[src/rtl/copro_burst_seq.sv]
module copro_burst_seq #(
  parameter int DW   = 32,
  parameter int RSW  = 4,
  parameter int STW  = 5,
  parameter int STEP = 32
) (
  input  logic           clk,
  input  logic           rst_n,
  input  logic           start,
  input  logic [DW-1:0]  instr,
  input  logic [STW-1:0] cp_status,
  output logic [RSW-1:0] rf_raddr,
  input  logic [DW-1:0]  rf_rdata,
  output logic           rf_we,
  output logic [RSW-1:0] rf_waddr,
  output logic [DW-1:0]  rf_wdata,
  output logic [DW-1:0]  bus_out,
  output logic           bus_oe,
  output logic           alatch,
  output logic [1:0]     phase,
  output logic           data_cyc,
  input  logic           ready,
  output logic           full_width,
  output logic           done
);
  localparam int CNT_LO  = STW + 3;
  localparam int SRC_BIT = CNT_LO + 5;
  localparam int DEC_BIT = SRC_BIT + 1;
  localparam int IDX_LO  = DEC_BIT + 1;
  localparam int CREG_LO = IDX_LO + RSW;

  typedef enum logic [2:0] {S_IDLE, S_CMD, S_ADR, S_DAT, S_FIN} st_t;

  st_t           st;
  logic [1:0]    ph;
  logic [DW-1:0] ir, ptr, left;

  wire           src_reg = ir[SRC_BIT];
  wire           dec     = ir[DEC_BIT];
  wire [RSW-1:0] idx_sel = ir[IDX_LO +: RSW];
  wire [RSW-1:0] cnt_sel = ir[CREG_LO +: RSW];
  wire [4:0]     imm     = ir[CNT_LO +: 5];
  wire [DW-1:0]  imm_cnt = (imm == 5'd0) ? DW'(32) : DW'(imm);
  wire           stall   = (st == S_DAT) && (ph == 2'd3) && !ready;

  assign rf_raddr   = (st == S_CMD && ph[1]) ? idx_sel : cnt_sel;
  assign bus_oe     = (st == S_CMD) || (st == S_ADR);
  assign alatch     = bus_oe;
  assign bus_out    = (st == S_CMD) ? {ir[DW-1:STW], cp_status} :
                      (st == S_ADR) ? {ptr[DW-1:STW], cp_status} : '0;
  assign phase      = ph;
  assign data_cyc   = (st == S_DAT);
  assign full_width = 1'b1;
  assign done       = (st == S_FIN);
  assign rf_we      = done;
  assign rf_waddr   = idx_sel;
  assign rf_wdata   = ptr;

  always_ff @(posedge clk or negedge rst_n) begin
    if (!rst_n) begin
      st   <= S_IDLE;
      ph   <= 2'd0;
      ir   <= '0;
      ptr  <= '0;
      left <= '0;
    end else begin
      case (st)
        S_IDLE: if (start) begin
          ir <= instr;
          ph <= 2'd0;
          st <= S_CMD;
        end
        S_CMD: begin
          ph <= ph + 2'd1;
          if (ph == 2'd1) left <= src_reg ? rf_rdata : imm_cnt;
          if (ph == 2'd3) begin
            ptr <= (dec && left != '0) ? rf_rdata - DW'(STEP) : rf_rdata;
            st  <= (left == '0) ? S_FIN : S_ADR;
          end
        end
        S_ADR: begin
          ph <= ph + 2'd1;
          if (ph == 2'd3) st <= S_DAT;
        end
        S_DAT: begin
          if (!stall) ph <= ph + 2'd1;
          if (ph == 2'd3 && ready) begin
            left <= left - 1'b1;
            if (left == DW'(1)) begin
              st <= S_FIN;
              if (!dec) ptr <= ptr + DW'(STEP);
            end else begin
              ptr <= dec ? ptr - DW'(STEP) : ptr + DW'(STEP);
            end
          end
        end
        default: begin
          st <= S_IDLE;
          ph <= 2'd0;
        end
      endcase
    end
  end

  a_r9_done_pulse: assert property (@(posedge clk) disable iff (!rst_n)
    done |=> !done);

  a_r8_hold_phase: assert property (@(posedge clk) disable iff (!rst_n)
    stall |=> (data_cyc && phase == 2'd3 && $stable(left)));

  a_r4_word_step: assert property (@(posedge clk) disable iff (!rst_n)
    (data_cyc && phase == 2'd3 && ready) |=> (left == $past(left) - 1'b1));

  a_r10_busy_start: assert property (@(posedge clk) disable iff (!rst_n)
    (st != S_IDLE && start) |=> $stable(ir));

  a_r2_cmd_to_adr: assert property (@(posedge clk) disable iff (!rst_n)
    (st == S_CMD && ph == 2'd3 && left != '0) |=> (st == S_ADR && ph == 2'd0));

  a_r6_zero_skip: assert property (@(posedge clk) disable iff (!rst_n)
    (st == S_CMD && ph == 2'd3 && left == '0) |=> done);
endmodule

[config.mk]
export PLATFORM = sky130hd
export DESIGN_NAME = copro_burst_seq
export DESIGN_NICKNAME = d
export VERILOG_FILES = /design/src/rtl/copro_burst_seq.sv
export SDC_FILE = /design/constraint.sdc
export NUM_CORES = 1
export LEC_CHECK = 0
export BUFFER_PORTS_ARGS = -buffer_cell sky130_fd_sc_hd__clkbuf_2
export CAP_MARGIN = 20
export CORE_ASPECT_RATIO = 1.4
export CORE_MARGIN = 2
export CORE_UTILIZATION = 47
export DETAILED_ROUTE_END_ITERATION = 7
export PLACE_DENSITY = 0.85
export SYNTH_ARGS = -nofsm -noshare
export SYNTH_HDL_FRONTEND = slang
export SYNTH_SLANG_ARGS = --single-unit
[constraint.sdc]
create_clock -name clk -period 2.6 [get_ports clk]
set_input_delay 0.26 -clock clk [delete_from_list [all_inputs] [get_ports clk]]
set_output_delay 0.26 -clock clk [all_outputs]
set_load 0.05 [all_outputs]
==> results of run 1 <==
## how the worst max path moves through the flow
stage                     slack (ns)           end         start
after CTS                      -0.13  rf_wdata[30]  rf_wdata[10]
after detailed placement       -0.28      left[23]      left[14]
after floorplan                -0.35  rf_wdata[30]  rf_wdata[10]
after global placement         -0.23      left[23]      left[14]
after global routing           -0.39  rf_wdata[15]      left[13]
final                          -0.26  rf_wdata[15]      left[27]
## critical path, stage by stage, from the launching register on
cell,delay (ns)
dfrtp_1,0.38
or4_4,0.57
or4_4,0.51
o41ai_4,0.34
buf_12,0.20
mux2_4,0.31
a21o_1,0.16
a21oi_1,0.15
o21ai_1,0.09
## registers in the layout, indices dropped and copies added, names as in the netlist
name,cells
rf_wdata,32
phase,2
left,32
st,3
ir,27
## cell families (layout without fill, tap and decap cells)
logic type	count (synthesis)	after routing
buffers and inverters	82	299
AND/OR/NAND/NOR	311	311
flip-flops	96	96
adder cells (fa/ha/maj)	7	7
other	1	1
multiplexers	38	38
XOR/XNOR	27	27
AO/OA/AOI/OAI	245	245
## metrics by stage
step	power [mW]	instances	utilization, %	setup WS (ns)	setup TNS (ns)
global placement	8.58	1178	59.0	-0.232	-4.02
floorplan	6.74	807	-	-0.353	-3.75
detailed placement	8.74	1179	59.1	-0.285	-5.47
global route	11.7	1213	65.7	-0.395	-7.56
CTS	10.5	1205	63.1	-0.135	-0.937
finish	11.3	1213	65.7	-0.264	-5.14
## final cells by class
type                            count  area [um2]
Clock inverter                      3        65.1
Sequential cell                    96        2410
Timing Repair Buffer              269        1830
Multi-Input combinational cell    629        4540
Tap cell                          189         236
Fill cell                        1045        4910
Clock buffer                       12         256
Inverter                           15        56.3
## power breakdown
part	switching, mW	leakage [nW]	total (mW)	internal (mW)
Sequential	0.408	1.20	2.34	1.93
Clock	0.602	0.159	1.49	0.891
Combinational	4.96	2.72	7.42	2.46
## synthesized netlist by cell type (all sizes together) (3+ instances only)
cell	instances	share of area [%]
nor2b	9	0.83
and3	17	1.6
or2	5	0.46
a311oi	4	0.52
a21o	6	0.66
mux2i	6	0.88
buf	15	1.7
nor4	26	2.4
mux2	32	5.3
nor3	47	3.5
nand3	19	1.4
o311ai	10	1.3
or4	16	2.1
clkbuf	52	2.9
a211o	4	0.52
a21oi	51	3.8
a22o	28	3.6
o211ai	5	0.55
and4	5	0.64
xnor2	7	0.90
nor2	63	3.5
nor4b	4	0.52
a22oi	14	1.5
o21a	5	0.55
and2	4	0.37
xor2	20	2.6
o41ai	4	1.1
dfrtp	96	35
nand2	62	3.5
nand4	9	0.83
inv	14	0.77
ha	7	1.3
o22ai	5	0.46
o21ai	73	5.4
a31oi	15	1.4
or3	14	1.3
o22a	3	0.39
## layer usage
layer  wire length [um]  vias to the layer above  part of all wire [%]  track usage, %
li1                   -                     3458                     -               -
met1               8980                     3826                    34            35.7
met2              12600                      720                    47            51.0
met3               2780                      246                    10            4.46
met4               2340                        0                   8.8            17.7
met5                  0                        -                     0               0
## placed cells by master (no fill, tap or decap), drive strengths merged, types with 15 or more instances in the layout
cell      n
a21oi    51
a22o     28
a31oi    15
and3     17
buf     123
clkbuf  157
dfrtp    96
mux2     32
nand2    62
nand3    19
nor2     63
nor3     47
nor4     26
o21ai    73
or4      16
xor2     20
## timing repair
item	4_1_cts	5_1_grt
hold endpoints to repair	24	0
setup endpoints to repair	37	37
gates resized for setup	38	55
buffers inserted	9	8
hold buffers	1	0
pin swaps	28	37
gates cloned	2	0
==> impl_metrics.csv, run 1 <==
group,metric,value,unit
outcome,status,"finished with violations",
outcome,failed_checks,"negative setup slack",
synthesis,seq_area_frac_synth,35.4,%
setup_path,r2r_cells,8,
synthesis,yosysWarningCount,0,
power,cellLeakagePower,4.08,nW
global_routing,global_route.overflow_total,0,
synthesis,ys_types,69,
clocking,number_of_cts_inserted_buffers,9,
synthesis,synthesis.instances,807,
clocking,clkSinkCount,96,
min_path,hold_start,"rf_rdata[0]",
drt,detail_route.wirelength,26700,um
synthesis,post_synthesis_mean_instance_area,8.41,um2
timing,rsz0062_at_grt,"true",
power,worst_case_vdd_ir_drop,0.000613,V
min_path,min_delay_path_depth,3,
synthesis,count_of_flip_flops_with_a_built_in_enable_after_synthesis,0,
min_path,min_to,"rf_wdata[0]",
synthesis,post_synth_mux_area_share,6.19,%
global_routing,grt_start_max_net_pins,73,
drt,detailroute.via_count,8250,
synthesis,synth-compound-area-share,24.0,%
synthesis,ys_ff_latch,96,
drt,detailedRoute.firstPassIterationCount,7,
global_routing,vias_in_the_first_global_route,7542,
placement,post_dp_cell_area,0.00846,mm2
timing,achievable-frequency,349,MHz
setup_path,critPathLaunchType,"register",
final_layout,post_route_cells_drive_above_1_share,40.5,%
final_layout,layout.nets,1100,
timing,fin_crit_sh,110,%
timing,worst_slew_margin_rel,42.7,%
drt,remaining_antenna_violation_count,0,
synthesis,synth_xor_area_share,3.48,%
floorplanning,die_height,146,um
clocking,clkSlewWorstSetupHoldPaths,0.07,ns
synthesis,synthAdderAreaFrac,1.29,%
setup_path,regToRegSetupSlack,-0.26,ns
placement,gpl.final_weighted_congestion,0.933,
floorplanning,core_footprint,0.0143,mm2
synthesis,synthArstFlopShare,100,%
synthesis,main_combinational_cell_family_by_area_after_synthesis,"simple AND/OR/NAND/NOR gates",
drt,dr.first_iter.drc_count,1031,
clocking,cts_root_buf,"clkbuf_16",
timing,period_minus_slack,2.86,ns
final_layout,number_of_diodes,0,
setup_path,r2r_end,"rf_wdata[15]",
timing,tightest_slew,0.859,ns
floorplanning,row_cnt,52,
timing,fin_worst_skew,0.00878,ns
timing,finalWorstSetupSlack,-0.264,ns
timing,number_of_hold_violations_in_the_final_report,0,
timing,timing.final.max_slew_violations,0,
timing,finalHoldWorstSlack,0.115,ns
setup_path,crit_type,"reg2reg",
global_routing,grt_first_pass_wirelength,37500,um
setup_path,cp_data_required_time,2.82,ns
flow_run,maxCapViolCount,0,
drt,post-route-drc-count,0,
setup_path,timing.critical_path.to_type,"register",
drt,routedWlPerCell,22.0,um
timing,report.final.setup_viol,36,
floorplanning,total_die_area,0.0154,mm2
global_routing,antenna_found_initial,0,
drt,via_per_inst,6.80,
final_layout,final_design_area_no_fill,0.00940,mm2
min_path,holdCritPathClass,"in2reg",
clocking,cts.htree.levels,3,
synthesis,post_synth_and_or_nand_nor_area_fraction,24.1,%
floorplanning,floorplan.initialDensity,47.4,%
synthesis,ys_dominant_reg_cell,"dfrtp_1",
clocking,cts_tree,"built",
global_routing,gr-usage-all-layers,30.0,%
clocking,clock_latency,0.36,ns
setup_path,critPathMaxFanout,9,
synthesis,synth.cell_area,0.00679,mm2
final_layout,syn2layout_area_growth,38.5,%
clocking,clockBufferDepth,2,
placement,detailedPlacementHpwl,16000,um
power,power.density_cell_area,1200,mW/mm2
synthesis,synth_nets,887,
floorplanning,ioPinCount,153,
setup_path,rr_startpoint,"left[27]",
setup_path,critPathArrivalTime,3.08,ns
floorplanning,die_width,106,um
placement,port_buffers,146,
No activity file was read; power rests on OpenSTA's default activity.
==> run 2: changes to the inputs <==
- SKIP_CTS_REPAIR_TIMING: default -> 1
==> run 2 against run 1 <==
  * Clock-buffer cell count is the same
  * First-iteration DRC count shrank 33%
  * Fmax grew 0.45%
  * Final cell count shrank 0.82%
  * Critical path depth grew 1
  * Global-route usage shrank 2.0 points
  * The run still ends with negative setup slack left
  * Highest routed layer unchanged
  * Register-to-register slack is essentially flat
  * Routed wire length shrank 14%
==> impl_metrics.csv, run 2 (same netlist as run 1, synthesis figures left out) <==
group,metric,value,unit
floorplanning,total_die_area,0.0154,mm2
power,netSwitchingPower,5.53,mW
setup_path,regToRegSetupSlack,-0.25,ns
timing,timing.final.max_slew_violations,0,
final_layout,fillerInstances,1153,
clocking,clockBufferDepth,2,
setup_path,rr_startpoint,"left[27]",
global_routing,gr-usage-all-layers,28.0,%
timing,worst_slew_margin_rel,47.2,%
setup_path,critPathLaunchType,"register",
final_layout,finalNonFillerCells,1203,
clocking,cts.htree.levels,3,
power,sequentialPowerShare,21.7,%
drt,remaining_antenna_violation_count,0,
final_layout,combined_area_of_the_multi_input_logic_cells,0.00431,mm2
min_path,min_to,"rf_wdata[0]",
timing,tightest_slew,0.791,ns
drt,detail_route.wirelength,22900,um
timing,finalHoldWorstSlack,0.112,ns
global_routing,grt_start_max_net_pins,73,
floorplanning,ioPinCount,153,
final_layout,layout.nets,1090,
clocking,clkSlewWorstSetupHoldPaths,0.07,ns
drt,via_per_inst,6.29,
min_path,holdCritPathClass,"in2reg",
drt,routedWlPerCell,19.0,um
placement,detailedPlacementHpwl,16000,um
clocking,clock_latency,0.35,ns
setup_path,crit_type,"reg2reg",
drt,detailedRoute.firstPassIterationCount,6,
power,power.share.clock,13.8,%
timing,report.final.setup_viol,26,
global_routing,antenna_found_initial,0,
power,power.density_cell_area,1180,mW/mm2
flow_run,maxCapViolCount,0,
final_layout,number_of_diodes,0,
setup_path,r2r_cells,9,
clocking,number_of_cts_inserted_buffers,9,
floorplanning,row_cnt,52,
global_routing,global_route.overflow_total,0,
timing,fin_crit_sh,110,%
power,fin_total_pwr,10.7,mW
outcome,status,"finished with violations",
power,p_comb_share,64.5,%
clocking,clkSinkCount,96,
final_layout,syn2layout_area_growth,33.3,%
power,switching_fraction,51.8,%
clocking,cts_root_buf,"clkbuf_16",
placement,port_buffers,146,
final_layout,final_common_cell,"clkbuf_2",
setup_path,critPathMaxFanout,10,
outcome,failed_checks,"negative setup slack",
setup_path,timing.critical_path.to_type,"register",
drt,dr.first_iter.drc_count,694,
final_layout,most-common-layout-cells,"clkbuf_2, buf_4, dfrtp_1",
setup_path,critPathArrivalTime,3.09,ns
global_routing,grt_first_pass_wirelength,35000,um
min_path,hold_start,"rf_rdata[0]",
timing,period_minus_slack,2.85,ns
final_layout,post_route_cells_drive_above_1_share,37.7,%
min_path,min_delay_path_depth,3,
floorplanning,die_height,146,um
power,cellLeakagePower,3.96,nW
timing,rsz0062_at_grt,"true",
final_layout,regArea,0.00241,mm2
placement,dp_cells,1179,
timing,achievable-frequency,351,MHz
floorplanning,die_width,106,um
timing,number_of_hold_violations_in_the_final_report,0,
drt,post-route-drc-count,0,
global_routing,vias_in_the_first_global_route,7177,
timing,finalWorstSetupSlack,-0.251,ns
drt,detailroute.via_count,7572,
clocking,cts_tree,"built",
setup_path,cp_data_required_time,2.84,ns
timing,fin_worst_skew,0.00738,ns
placement,gpl.final_weighted_congestion,0.933,
setup_path,r2r_end,"rf_wdata[23]",
floorplanning,floorplan.initialDensity,47.4,%
timing,finalSetupTns,-2.70,ns
floorplanning,core_footprint,0.0143,mm2
power,cell_internal_power,5.14,mW
placement,pre_cts_ws,-0.285,ns
power,worst_case_vdd_ir_drop,0.000599,V
[run 2: cell count changes in the layout (fill, tap and decap cells not counted), sizes merged]
cell  delta
buf     -10
[run 2: how the worst max path moves through the flow]
stage                     slack, ns      endpoint  cells past startpoint          from
final                         -0.25  rf_wdata[23]                      9      left[27]
after global routing          -0.36  rf_wdata[23]                      9      left[27]
after CTS                     -0.30      left[23]                      8      left[14]
after detailed placement      -0.28      left[23]                      8      left[14]
after global placement        -0.23      left[23]                      8      left[14]
after floorplan               -0.35  rf_wdata[30]                      7  rf_wdata[10]
[run 2: critical path, stage by stage, from the launching register on]
cell      delay, ns
dfrtp_1        0.38
or4_4          0.55
or4_4          0.48
o41ai_4        0.36
buf_12         0.19
buf_6          0.14
nor2_4         0.06
nor3_1         0.25
o21ai_1        0.17
o311ai_2       0.13
[run 2: power groups by stage]
stage               Sequential, mW  Clock [mW]  Combinational (mW)
floorplan                     3.07           0                3.66
global placement              2.30           0                6.29
detailed placement            2.32           0                6.42
CTS                           2.30        1.48                6.45
global route                  2.37        1.55                7.35
finish                        2.32        1.47                6.89
[run 2: per-layer routing]
| layer | vias up | global-route usage [%] | routed length [um] |
|---|---|---|---|
| met5 | - | 0 | 0 |
| met1 | 3591 | 33.6 | 8410 |
| met4 | 0 | 16.4 | 1060 |
| met3 | 104 | 3.75 | 1790 |
| li1 | 3435 | - | - |
| met2 | 442 | 47.6 | 11600 |
[run 2: final cells by class]
class	instances	area share (%)
Multi-Input combinational cell	629	47.7
Sequential cell	96	26.7
Timing Repair Buffer	259	18.8
Clock buffer	12	2.83
Tap cell	189	2.61
Clock inverter	3	0.719
Inverter	15	0.650
[run 2: stage by stage]
step           area [um2]  utilization [%]
2_1_floorplan        6940                -
4_1_cts              8780             61.3
3_3_place_gp         8450             59.0
6_report             9050             63.2
5_1_grt              9050             63.2
3_5_place_dp         8460             59.1
==> run 3: changes to the inputs <==
--- a/constraint.sdc
+++ b/constraint.sdc
@@ -3,2 +3,2 @@
 set_output_delay 0.26 -clock clk [all_outputs]
-set_load 0.05 [all_outputs]
+set_load 0.005 [all_outputs]
==> run 3 against run 2 <==
  * The flow still finishes with violations (negative setup slack)
  * Sequential cell count unchanged
  * Sequential share of layout area increased by 0.21 points
  * Clock-buffer cell count decreased by 2
  * Utilization decreased by 0.73 points
  * Global-route usage decreased by 0.12 points
  * Critical path type unchanged
  * Largest power group unchanged
  * Highest routed layer unchanged
==> impl_metrics.csv, run 3 (same netlist as run 1, synthesis figures left out) <==
group,metric,value,unit
timing,worst_slew_margin_rel,46.3,%
power,sequentialPowerShare,25.5,%
drt,remaining_antenna_violation_count,0,
setup_path,critPathLaunchType,"register",
setup_path,rr_startpoint,"rf_wdata[9]",
drt,detailroute.via_count,7594,
final_layout,layout.nets,1096,
setup_path,crit_type,"reg2reg",
drt,detailedRoute.firstPassIterationCount,5,
min_path,min_to,"rf_wdata[1]",
timing,tightest_slew,0.806,ns
global_routing,grt_first_pass_wirelength,34900,um
timing,fin_worst_skew,0.0125,ns
global_routing,antenna_found_initial,0,
placement,post_dp_cell_area,0.00841,mm2
timing,rsz0062_at_grt,"true",
min_path,hold_start,"rf_rdata[1]",
setup_path,critPathMaxFanout,5,
global_routing,global_route.overflow_total,0,
global_routing,vias_in_the_first_global_route,7109,
timing,timing.final.max_slew_violations,0,
clocking,clkSinkCount,96,
final_layout,final_common_cell,"clkbuf_2",
final_layout,finalNonFillerCells,1210,
clocking,number_of_cts_inserted_buffers,9,
power,switching_fraction,44.7,%
final_layout,post_route_cells_drive_above_1_share,35.6,%
power,cell_internal_power,4.99,mW
outcome,status,"finished with violations",
timing,finalWorstSetupSlack,-0.193,ns
global_routing,grt_start_max_net_pins,66,
power,power.share.clock,16.5,%
floorplanning,total_die_area,0.0154,mm2
final_layout,number_of_diodes,0,
power,netSwitchingPower,4.03,mW
final_layout,layout.core_utilization,62.5,%
floorplanning,core_footprint,0.0143,mm2
min_path,min_delay_path_depth,3,
drt,dr.first_iter.drc_count,647,
clocking,cts.htree.levels,3,
floorplanning,die_width,106,um
min_path,holdCritPathClass,"in2reg",
drt,detail_route.wirelength,22700,um
timing,number_of_hold_violations_in_the_final_report,0,
outcome,failed_checks,"negative setup slack",
floorplanning,floorplan.initialDensity,47.4,%
drt,via_per_inst,6.28,
power,power.density_cell_area,1010,mW/mm2
drt,routedWlPerCell,18.7,um
placement,gpl.final_weighted_congestion,0.950,
setup_path,regToRegSetupSlack,-0.19,ns
power,cellLeakagePower,3.97,nW
setup_path,r2r_cells,6,
drt,post-route-drc-count,0,
clocking,clkSlewWorstSetupHoldPaths,0.07,ns
placement,dp_cells,1185,
timing,achievable-frequency,358,MHz
power,worst_case_vdd_ir_drop,0.000490,V
final_layout,final_design_area_no_fill,0.00894,mm2
final_layout,most-common-layout-cells,"clkbuf_2, buf_4, dfrtp_1",
setup_path,cp_data_required_time,2.90,ns
timing,fin_crit_sh,107,%
timing,report.final.setup_viol,25,
power,p_comb_share,58.0,%
setup_path,critPathArrivalTime,3.09,ns
placement,port_buffers,146,
setup_path,timing.critical_path.to_type,"register",
final_layout,fillerInstances,1167,
setup_path,r2r_end,"rf_wdata[24]",
clocking,clock_latency,0.37,ns
clocking,clockBufferDepth,2,
floorplanning,row_cnt,52,
clocking,cts_tree,"built",
global_routing,gr-usage-all-layers,27.9,%
final_layout,syn2layout_area_growth,31.7,%
placement,detailedPlacementHpwl,16100,um
clocking,cts_root_buf,"clkbuf_16",
timing,period_minus_slack,2.79,ns
floorplanning,ioPinCount,153,
floorplanning,die_height,146,um
flow_run,maxCapViolCount,0,
[run 3: cell count changes in the layout (fill, tap and decap cells not counted), moves of 3 or more]
cell     change
buf_4        +9
a21oi_2      -3
a21oi_1      +3
dfrtp_2      -7
dfrtp_1      +7
o21ai_0      +3
nor3_2       -3
nor2b_1      +5
buf_12       -3
nor4_2       -3
nor2b_2      -5
[run 3: stage by stage]
| stage | hold WS [ns] | TNS [ns] | setup WS (ns) | total power [mW] |
|---|---|---|---|---|
| after detailed placement | 0.309 | -2.90 | -0.168 | 7.26 |
| after CTS | -0.0699 | -4.11 | -0.243 | 8.77 |
| after global placement | 0.305 | -1.66 | -0.135 | 7.10 |
| after floorplan | -0.0356 | -2.07 | -0.197 | 5.26 |
| after global routing | 0.124 | -4.40 | -0.243 | 9.57 |
| final | 0.113 | -2.32 | -0.193 | 9.02 |
[run 3: how the worst max path moves through the flow]
stage / from / endpoint / slack, ns / cells after the start
3_3_place_gp: rf_wdata[6] / rf_wdata[30] / -0.14 / 6
5_1_grt: left[27] / rf_wdata[24] / -0.24 / 9
3_5_place_dp: left[27] / rf_wdata[24] / -0.17 / 10
2_1_floorplan: rf_wdata[6] / rf_wdata[30] / -0.20 / 6
6_report: rf_wdata[9] / rf_wdata[24] / -0.19 / 6
4_1_cts: left[27] / rf_wdata[24] / -0.24 / 10
[run 3: final cells by class]
cell class | count | area [um2] | share of cell area, %
flip-flops and latches | 96 | 2400 | 26.9
multi-input cells | 629 | 4220 | 47.1
well taps | 189 | 236 | 2.64
clock inverters | 6 | 91.3 | 1.02
clock buffers | 10 | 229 | 2.56
inverters | 15 | 56.3 | 0.629
repair buffers | 265 | 1710 | 19.1
[run 3: worst max-delay path, stage by stage (launching register included)]
cell and delay, ns:
dfrtp_1 0.39, or4_4 0.54, or4_4 0.54, or4_2 0.66
a211o_1 0.33, a21oi_1 0.15, a221o_1 0.12
[run 3: layer usage]
metal | track usage (%) | vias up | wire, um
li1 | - | 3455 | -
met1 | 32.8 | 3602 | 8340
met2 | 49.5 | 438 | 11600
met3 | 3.39 | 99 | 1800
met4 | 14.2 | 0 | 973
met5 | 0 | - | 0
[run 3: power groups by stage]
stage / combinational, mW / sequential, mW / clock [mW]
after floorplan: 2.91 / 2.35 / 0
after global placement: 4.82 / 2.28 / 0
after detailed placement: 4.96 / 2.30 / 0
after CTS: 5.01 / 2.28 / 1.49
after global routing: 5.67 / 2.35 / 1.55
final: 5.23 / 2.30 / 1.49
